$ cat src/rtl/txr_pkg.sv
package txr_pkg;
  localparam int WORD_W     = 32;
  localparam int LANES      = WORD_W / 8;
  localparam int LANE_W     = $clog2(LANES);
  localparam int DESC_BYTES = 32;
  localparam int SIZE_W     = 12;
  localparam int LEN_W      = SIZE_W + 1;
  localparam int SIZE2_LSB  = 16;
  localparam int OWN_POS    = 31;
  localparam int LAST_POS   = 29;
  localparam int WRAP_POS   = 21;
  localparam int BIG_LIMIT  = 2048;
  localparam int STAT_N     = 3;
  localparam int ST_TI      = 0;
  localparam int ST_NIS     = 1;
  localparam int ST_ERR     = 2;

  typedef enum logic [2:0] {
    S_IDLE, S_DRD, S_DWT, S_BRD, S_BWT, S_EMIT, S_WB
  } walk_st_t;

  function automatic logic [LEN_W-1:0] seg_len(input logic [WORD_W-1:0] w1);
    return {1'b0, w1[SIZE_W-1:0]} + {1'b0, w1[SIZE2_LSB +: SIZE_W]};
  endfunction

  function automatic logic size_odd(input logic [WORD_W-1:0] w1);
    return (int'(w1[SIZE_W-1:0]) > BIG_LIMIT) || (w1[SIZE2_LSB +: SIZE_W] != '0);
  endfunction
endpackage

$ cat src/rtl/txr_ptr.sv
module txr_ptr
  import txr_pkg::*;
#(
  parameter int AW = 32
) (
  input  logic          clk,
  input  logic          rst_n,
  input  logic          base_wr,
  input  logic [AW-1:0] base_data,
  input  logic          adv,
  input  logic          wrap,
  output logic [AW-1:0] cur
);
  logic [AW-1:0] base_q, cur_q;

  always_ff @(posedge clk or negedge rst_n) begin
    if (!rst_n) begin
      base_q <= '0;
      cur_q  <= '0;
    end else if (base_wr) begin
      base_q <= base_data;
      cur_q  <= base_data;
    end else if (adv) begin
      cur_q <= wrap ? base_q : cur_q + AW'(DESC_BYTES);
    end
  end

  assign cur = cur_q;

  // plain advance steps one descriptor
  p_ptr_step_r7: assert property (@(posedge clk) disable iff (!rst_n)
    adv && !wrap && !base_wr |=> cur_q == $past(cur_q) + AW'(DESC_BYTES));
  // end-of-ring returns to the base
  p_ptr_wrap_r7: assert property (@(posedge clk) disable iff (!rst_n)
    adv && wrap && !base_wr |=> cur_q == $past(base_q));
  // base write loads the pointer
  p_base_load_r2: assert property (@(posedge clk) disable iff (!rst_n)
    base_wr |=> cur_q == $past(base_data));
endmodule

$ cat src/rtl/txr_lane_sel.sv
module txr_lane_sel
  import txr_pkg::*;
(
  input  logic [WORD_W-1:0] word,
  input  logic [LANE_W-1:0] lane,
  output logic [7:0]        byte_o
);
  logic [7:0] lanes [LANES];

  for (genvar g = 0; g < LANES; g++) begin : g_lane
    assign lanes[g] = word[8*g +: 8];
  end

  assign byte_o = lanes[lane];
endmodule

$ cat src/rtl/txr_stat.sv
module txr_stat #(
  parameter int N = 3
) (
  input  logic         clk,
  input  logic         rst_n,
  input  logic [N-1:0] set,
  input  logic [N-1:0] clr,
  output logic [N-1:0] q
);
  always_ff @(posedge clk or negedge rst_n) begin
    if (!rst_n) q <= '0;
    else        q <= (q & ~clr) | set;
  end

  // a set lands even against a clear
  p_set_wins_r8: assert property (@(posedge clk) disable iff (!rst_n)
    (set != '0) |=> ((q & $past(set)) == $past(set)));
  // flags stay until cleared
  p_sticky_r8: assert property (@(posedge clk) disable iff (!rst_n)
    (q != '0) |=> (($past(q & ~clr) & ~q) == '0));
endmodule

$ cat src/rtl/tx_ring_walker.sv
module tx_ring_walker
  import txr_pkg::*;
#(
  parameter int AW = 32
) (
  input  logic              clk,
  input  logic              rst_n,
  input  logic              base_wr,
  input  logic [AW-1:0]     base_addr,
  input  logic              poll_wr,
  input  logic [2:0]        stat_clr,
  output logic              stat_ti,
  output logic              stat_nis,
  output logic              stat_err,
  output logic              busy,
  output logic              mem_req,
  output logic              mem_we,
  output logic [AW-1:0]     mem_addr,
  output logic [WORD_W-1:0] mem_wdata,
  input  logic              mem_ready,
  input  logic              mem_rvalid,
  input  logic [WORD_W-1:0] mem_rdata,
  output logic              tx_valid,
  output logic [7:0]        tx_data,
  output logic              tx_last,
  input  logic              tx_ready
);
  localparam logic [WORD_W-1:0] OWN_MASK = WORD_W'(1) << OWN_POS;

  walk_st_t           st;
  logic [1:0]         widx;
  logic [WORD_W-1:0]  ctl;
  logic [LEN_W-1:0]   rem;
  logic [AW-1:0]      baddr;
  logic [WORD_W-1:0]  word_q;
  logic               pend;
  logic [AW-1:0]      cur;
  logic               end_walk;
  logic               adv;
  logic [STAT_N-1:0]  st_set;
  logic [STAT_N-1:0]  st_q;

  assign end_walk = (st == S_DWT) && mem_rvalid && (widx == 2'd0) && !mem_rdata[OWN_POS];
  assign adv      = (st == S_WB) && mem_ready;

  txr_ptr #(.AW(AW)) u_ptr (
    .clk(clk), .rst_n(rst_n), .base_wr(base_wr), .base_data(base_addr),
    .adv(adv), .wrap(ctl[WRAP_POS]), .cur(cur)
  );

  txr_lane_sel u_lane (
    .word(word_q), .lane(baddr[LANE_W-1:0]), .byte_o(tx_data)
  );

  always_comb begin
    st_set          = '0;
    st_set[ST_TI]   = adv && ctl[LAST_POS];
    st_set[ST_NIS]  = adv && ctl[LAST_POS];
    st_set[ST_ERR]  = (st == S_DWT) && mem_rvalid && (widx == 2'd1) && size_odd(mem_rdata);
  end

  txr_stat #(.N(STAT_N)) u_stat (
    .clk(clk), .rst_n(rst_n), .set(st_set), .clr(stat_clr), .q(st_q)
  );

  assign stat_ti  = st_q[ST_TI];
  assign stat_nis = st_q[ST_NIS];
  assign stat_err = st_q[ST_ERR];
  assign busy     = (st != S_IDLE);

  always_comb begin
    mem_req   = 1'b0;
    mem_we    = 1'b0;
    mem_addr  = '0;
    mem_wdata = '0;
    case (st)
      S_DRD: begin
        mem_req  = 1'b1;
        mem_addr = cur + AW'({widx, 2'b00});
      end
      S_BRD: begin
        mem_req  = 1'b1;
        mem_addr = {baddr[AW-1:LANE_W], {LANE_W{1'b0}}};
      end
      S_WB: begin
        mem_req   = 1'b1;
        mem_we    = 1'b1;
        mem_addr  = cur;
        mem_wdata = ctl & ~OWN_MASK;
      end
      default: ;
    endcase
  end

  assign tx_valid = (st == S_EMIT);
  assign tx_last  = (st == S_EMIT) && ctl[LAST_POS] && (rem == LEN_W'(1));

  always_ff @(posedge clk or negedge rst_n) begin
    if (!rst_n) begin
      st     <= S_IDLE;
      widx   <= '0;
      ctl    <= '0;
      rem    <= '0;
      baddr  <= '0;
      word_q <= '0;
      pend   <= 1'b0;
    end else begin
      if (poll_wr && (st != S_IDLE) && !end_walk) pend <= 1'b1;
      case (st)
        S_IDLE: if (poll_wr) begin
          st   <= S_DRD;
          widx <= 2'd0;
        end
        S_DRD: if (mem_ready) st <= S_DWT;
        S_DWT: if (mem_rvalid) begin
          case (widx)
            2'd0: begin
              if (!mem_rdata[OWN_POS]) begin
                pend <= 1'b0;
                st   <= (pend || poll_wr) ? S_DRD : S_IDLE;
              end else begin
                ctl  <= mem_rdata;
                widx <= 2'd1;
                st   <= S_DRD;
              end
            end
            2'd1: begin
              rem  <= seg_len(mem_rdata);
              widx <= 2'd2;
              st   <= S_DRD;
            end
            default: begin
              baddr <= AW'(mem_rdata);
              widx  <= 2'd0;
              st    <= (rem == '0) ? S_WB : S_BRD;
            end
          endcase
        end
        S_BRD: if (mem_ready) st <= S_BWT;
        S_BWT: if (mem_rvalid) begin
          word_q <= mem_rdata;
          st     <= S_EMIT;
        end
        S_EMIT: if (tx_ready) begin
          baddr <= baddr + AW'(1);
          rem   <= rem - LEN_W'(1);
          if (rem == LEN_W'(1))                 st <= S_WB;
          else if (baddr[LANE_W-1:0] == '1)     st <= S_BRD;
        end
        S_WB: if (mem_ready) begin
          st   <= S_DRD;
          widx <= 2'd0;
        end
        default: st <= S_IDLE;
      endcase
    end
  end

  // request held stable until accepted
  p_req_hold_r12: assert property (@(posedge clk) disable iff (!rst_n)
    mem_req && !mem_ready |=> mem_req && $stable(mem_addr) && $stable(mem_we) && $stable(mem_wdata));
  // offered byte holds under back-pressure
  p_stream_hold_r10: assert property (@(posedge clk) disable iff (!rst_n)
    tx_valid && !tx_ready |=> tx_valid && $stable(tx_data) && $stable(tx_last));
  // no memory traffic while a byte waits
  p_no_req_in_emit_r10: assert property (@(posedge clk) disable iff (!rst_n)
    tx_valid |-> !mem_req);
  // write-back always returns ownership
  p_wb_own_clear_r6: assert property (@(posedge clk) disable iff (!rst_n)
    mem_req && mem_we |-> !mem_wdata[OWN_POS]);
  // ending descriptor is never written
  p_end_no_write_r3: assert property (@(posedge clk) disable iff (!rst_n)
    end_walk |=> !(mem_req && mem_we));
  // idle walker is silent
  p_idle_quiet_r1: assert property (@(posedge clk) disable iff (!rst_n)
    !busy |-> !mem_req && !tx_valid);
endmodule

$ cat config.mk
export PLATFORM = sky130hd
export DESIGN_NAME = tx_ring_walker
export DESIGN_NICKNAME = d
export VERILOG_FILES = /design/src/rtl/txr_pkg.sv /design/src/rtl/txr_ptr.sv /design/src/rtl/txr_lane_sel.sv /design/src/rtl/txr_stat.sv /design/src/rtl/tx_ring_walker.sv
export SDC_FILE = /design/constraint.sdc
export NUM_CORES = 1
export LEC_CHECK = 0
export CORE_MARGIN = 2
export CORE_UTILIZATION = 53
export DETAILED_ROUTE_END_ITERATION = 10
export GPL_TIMING_DRIVEN = 0
export HOLD_SLACK_MARGIN = 0.06
export PLACE_DENSITY = 0.77
export SETUP_SLACK_MARGIN = 0.4
export SYNTH_ARGS = -nofsm -noshare
export SYNTH_HDL_FRONTEND = slang
export SYNTH_SLANG_ARGS = --single-unit
export TNS_END_PERCENT = 5
$ cat constraint.sdc
create_clock -name clk -period 4.9 [get_ports clk]
set_clock_uncertainty 0.05 [all_clocks]
set_input_delay 0.49 -clock clk [delete_from_list [all_inputs] [get_ports clk]]
set_output_delay 0.49 -clock clk [all_outputs]
set_load 0.03 [all_outputs]
Yosys cells after proc, flatten, opt, wreduce, memory -nomap -nowiden
Index checks and enable logic that the tools add are counted.
{"block": "classes", "n_reduce_logical": 31, "mux": 43, "n_addsub": 5, "n_eq_ne": 20, "bitwise": 4, "magnitude_cmp": 2}
{"op": "$mux W32", "count": 6}
{"op": "$pmux W32 S3", "count": 1}
{"op": "$pmux W32 S2", "count": 1}
{"op": "$mux W13", "count": 3}
{"op": "$add A32 B1 Y32 const B", "count": 1}
{"op": "$add A32 B4 Y32", "count": 1}
{"op": "$add A32 B6 Y32 const B", "count": 1}
{"op": "$mux W31", "count": 1}
{"op": "$mux W3", "count": 10}
{"op": "$pmux W13 S2", "count": 1}
{"op": "$pmux W3 S7", "count": 1}
{"op": "$bmux W8 S2", "count": 1}
{"op": "$mux W8", "count": 2}
{"op": "$ne A2 B2 Y1 const B", "count": 7}
{"op": "$add A12 B12 Y13", "count": 1}
{"op": "$eq A13 B1 Y1 const B", "count": 1}
{"op": "$logic_not A13 Y1", "count": 1}
{"op": "$sub A13 B1 Y13 const B", "count": 1}
{"op": "$gt A12 B12 Y1 const B", "count": 1}
{"op": "$reduce_and A4 Y1", "count": 3}
{"op": "$reduce_bool A12 Y1", "count": 1}
{"op": "$logic_and A1 B1 Y1", "count": 11}
{"op": "$eq A3 B3 Y1 const B", "count": 3}
{"op": "$mux W1", "count": 9}
{"op": "27 further kinds", "count": 36}
{"block": "word_totals", "register_bits": 181, "out_inout_bits": 80, "elab_cells": 115}

Depth between registers and ports, before layout
{"block": "depth", "word_depth": 11, "depth_mapped": 9}

By module
A second synthesis with hierarchy kept.
{"block": "unflattened", "cells_unflattened": 1274, "hier_area_um2": 11646.2}
{"mod": "tx_ring_walker", "cells_each": 891, "instances": 1, "area_each_um2": 7940.1}
{"mod": "txr_ptr", "cells_each": 364, "instances": 1, "area_each_um2": 3400.8}
{"mod": "txr_lane_sel", "cells_each": 10, "instances": 1, "area_each_um2": 196.4}
{"mod": "txr_stat", "cells_each": 9, "instances": 1, "area_each_um2": 108.9}

Worst setup path before layout
Ideal clock, no wire load.
{"block": "synth_path", "path_kind": "reg-to-output", "startpoint": "register u_ptr.cur_q[5] (netlist: u_ptr.cur[5])", "endpoint": "output mem_addr[31]", "setup_slack_ps": 1764, "arrival_time_ps": 2596, "path_stages_with_launch": 6, "path_buffers": 0, "t_required_ps": 4360, "cell_sequence": "dfrtp_1 -> ha_1 -> nand4_1 -> nor4_4 -> nand4_1 -> o311ai_0"}
{"block": "synth_between", "elab_chain_len": 2}
{"element": "start, declared", "line": "txr_ptr.sv:14", "source": "logic [AW-1:0] base_q, cur_q;"}
{"element": "start signal, assigned", "line": "txr_ptr.sv:22", "source": "cur_q <= base_data;"}
{"element": "start signal, assigned", "line": "txr_ptr.sv:24", "source": "cur_q <= wrap ? base_q : cur_q + AW'(DESC_BYTES);"}
{"element": "$add A32 B4 Y32", "line": "tx_ring_walker.sv:79", "source": "mem_addr = cur + AW'({widx, 2'b00});"}
{"element": "$pmux W32 S3", "line": "tx_ring_walker.sv:76", "source": "case (st)"}
{"element": "end, declared", "line": "tx_ring_walker.sv:18", "source": "output logic [AW-1:0] mem_addr,"}
Every way passes these cells.

Worst setup path after layout
Same ends and word-level chain as after synthesis.

==> flow_summary.json <==
{
  "synth_mux_area_frac": 0.1178,
  "maxCapViolCount": 0,
  "hold_slack_ns": 0.4344,
  "p_int_mw": 4.248,
  "cellPowerDensity_nw_per_um2": 565.6,
  "min-delay-start": "mem_ready",
  "diodes": 0,
  "coreArea_um2": 20960,
  "layout-drive-gt1-share": 0.1300,
  "place_hpwl_um": 29750,
  "cts_root_buffer": "clkbuf_16",
  "startpoint": "u_ptr.cur[5]$_DFFE_PN0P_",
  "synth_cell_types": 87,
  "num_vias": 11180,
  "initial_core_util": 0.5385,
  "final_antenna_net_count": 0,
  "drv_slew": 0,
  "syn_to_final_growth_pct": 22.02,
  "clock_sinks": 181,
  "num_rows": 53,
  "seq_power_share": 0.330,
  "drt_iter0_drc": 1450,
  "setup_violations": 0,
  "synthFlopType": "dfrtp_1",
  "crit_type": "flop to output port",
  "htree_levels": 4,
  "rr_startpoint": "st[2]$_DFFE_PN0P_",
  "synth_compound_area_frac": 0.2036,
  "synth-simple-area-share": 0.2010,
  "die_area_um2": 22470,
  "rrSetupSlack_ns": 1.79,
  "syn_nets": 1304,
  "vdd_drop_max_uv": 422.4,
  "async_flop_share": 1.000,
  "r2r_end": "u_ptr.cur[22]$_DFFE_PN0P_",
  "power_leakage_nw": 5.482,
  "ys_seq_area_frac": 0.4014,
  "cp-end-kind": "output port",
  "fin_util": 0.6571,
  "fin_crit_sh": 0.9004,
  "grt_pass1_wl_um": 61160,
  "dr.pass1.iters": 8,
  "power_frac_clock": 0.178,
  "die_y_um": 149.9,
  "ys_warn_count": 0,
  "synthAdderAreaFrac": 0.02461,
  "hold_class": "input pin to flop",
  "ctsLongestPathBuffers": 2,
  "clk_pin_slew_worst_paths_ns": 0.07,
  "fin_crit_ns": 4.412,
  "viasPerCell": 6.707,
  "grt_max_degree": 121,
  "avgRoutedWirePerCell_um": 24.04,
  "worstMarginPinSlew_ns": 1.284,
  "crit_fanout": 9,
  "synth-xor-area-share": 0.01164,
  "r2r_cells": 7,
  "hold_end": "u_stat.q[1]$_DFF_PN0_",
  "synth.cell_area_um2": 11280,
  "outcome": "complete, no violations",
  "numCtsBuffers": 17,
  "ios": 154,
  "syn_inst": 1209,
  "die_w_um": 149.9,
  "drc": 0,
  "avgSynthCellArea_um2": 9.334,
  "routed_wl_um": 40080,
  "p_sw_mw": 3.540,
  "cp.arrival_ns": 3.87,
  "cts_tree": "yes",
  "clk_latency_ns": 0.45,
  "antenna_found_initial": 0,
  "final_hold_viol_count": 0,
  "required_ns": 4.36,
  "combPwrFrac": 0.492,
  "grt_usage": 0.3580,
  "fmax_mhz": 226.6,
  "grt_pass1_vias": 10685,
  "gp_congestion": 0.9869,
  "rsz0062_at_grt": "false",
  "io_buffers": 150,
  "synth.ff_latch_count": 181,
  "synth_edf_count": 0,
  "max_slew_margin": 0.1442,
  "holdPathStages": 3,
  "grt_overflow": 0,
  "fin_nets": 1475,
  "synth_top_family_by_area": "compound AO/OA/AOI/OAI gates",
  "power_switching_share": 0.4545,
  "crit_path_start_kind": "flop"
}
[area by class of cell]
class	count	area (um2)
fill	1752	7186
multi-input combinational	917	6312
sequential	181	4529
timing repair buffer	152	1544
clock buffer	17	425.4
buffer	88	362.8
tap	275	344.1
clock inverter	14	165.2
inverter	23	86.33
[cell usage in the layout (no fill, tap or decap), types with 6 or more instances in the layout]
master	count
a211oi_1	11
a21o_1	8
a21oi_1	81
a221oi_1	8
a222oi_1	6
a22oi_1	15
a31oi_1	26
and2_1	46
and3_1	24
buf_1	14
buf_2	17
clkbuf_1	52
clkbuf_16	17
clkdlybuf4s50_1	149
dfrtp_1	181
ha_1	19
inv_1	23
mux2_2	93
mux2i_1	9
mux4_2	8
nand2_1	94
nand2b_1	7
nand3_1	45
nand4_1	20
nor2_1	71
nor3_1	28
nor4_1	22
o211ai_1	13
o21a_1	6
o21ai_0	103
o22a_1	8
o22ai_1	14
o31a_1	6
xnor2_1	11
[metrics by stage]
| stage | cell area [um2] | worst slack [ns] | setup TNS (ns) | cells | total power, mW |
|---|---|---|---|---|---|
| after floorplan | 11280 | 1.764 | 0 | 1209 | 4.887 |
| after global placement | 13130 | -4.389 | -789.56 | 1634 | 6.230 |
| after detailed placement | 13160 | 0.8763 | 0 | 1635 | 6.304 |
| after CTS | 13770 | 0.5983 | 0 | 1667 | 7.694 |
| after global routing | 13770 | 0.4429 | 0 | 1667 | 8.152 |
| final | 13770 | 0.4878 | 0 | 1667 | 7.787 |
[critical path, cell delays in order, from the launching register on]
cell and delay [ns]:
dfrtp_1 0.55, ha_1 0.39, nand4_1 0.28, nor4_4 0.58, nand4_1 0.41, o311ai_0 0.47, clkdlybuf4s50_1 0.75
[timing repair]
item / 4_1_cts / 5_1_grt
setup endpoints to repair: 1 / 3
hold buffers: 1 / 0
hold endpoints to repair: 61 / 0
resized for setup: 1 / 3
setup buffers: 0 / 0
[kinds of logic after synthesis]
kind of cell	Yosys count
xor gates and xnor gates	15
adders and majority gates	21
muxes	111
DFF	181
AOI/OAI and AO/OA	358
buffers and inverters	111
other	1
and+or+nand+nor	411
[synth_stat cells (9+ instances only)]
master | number | area (um2)
mux2i_1 | 9 | 90.09
ha_1 | 19 | 237.7
a22oi_1 | 15 | 112.6
nor2_1 | 71 | 266.5
nor3_1 | 29 | 145.1
and3_1 | 24 | 150.1
nand2_1 | 94 | 352.8
a31oi_1 | 26 | 162.7
o22ai_1 | 14 | 87.58
a211oi_1 | 11 | 82.58
a21oi_1 | 81 | 405.4
nand3_1 | 45 | 225.2
xnor2_1 | 11 | 96.34
buf_2 | 17 | 85.08
nand4_1 | 20 | 125.1
inv_1 | 23 | 86.33
buf_1 | 14 | 52.55
o21ai_0 | 103 | 515.5
mux2_2 | 93 | 1047
dfrtp_1 | 181 | 4529
nor4_1 | 22 | 137.6
clkbuf_1 | 53 | 198.9
o211ai_1 | 13 | 97.59
and2_1 | 46 | 287.8
[registers in the layout, summed over array words and instances (netlist names)]
register      cells
baddr            32
u_ptr.base_q     32
u_ptr.cur        32
word_q           32
ctl              31
rem              13
st                3
u_stat.q          3
widx              2
pend              1
[power groups by stage]
| stage | logic [mW] | clock network, mW | registers [mW] |
|---|---|---|---|
| final | 3.83 | 1.39 | 2.57 |
| after global routing | 4.08 | 1.45 | 2.62 |
| after CTS | 3.76 | 1.39 | 2.54 |
| after detailed placement | 3.74 | 0 | 2.57 |
| after global placement | 3.69 | 0 | 2.54 |
| after floorplan | 2.51 | 0 | 2.37 |
[worst max path at each step]
| stage | endpoint | slack [ns] |
|---|---|---|
| global placement | ctl[23]$_DFFE_PN0P_ | -4.39 |
| floorplan | mem_addr[31] | 1.76 |
| global route | mem_addr[31] | 0.44 |
| CTS | mem_addr[28] | 0.60 |
| detailed placement | mem_addr[14] | 0.88 |
| finish | mem_addr[31] | 0.49 |
[per-layer routing]
| layer | vias to the layer above | GRT usage | wire [um] |
|---|---|---|---|
| li1 | 4893 | - | - |
| met1 | 5467 | 0.4847 | 16360 |
| met2 | 685 | 0.5639 | 18200 |
| met3 | 135 | 0.07256 | 3901 |
| met4 | 0 | 0.1453 | 1618 |
| met5 | - | 0 | 0 |
Note: power is estimated with default switching activity, not from simulation.
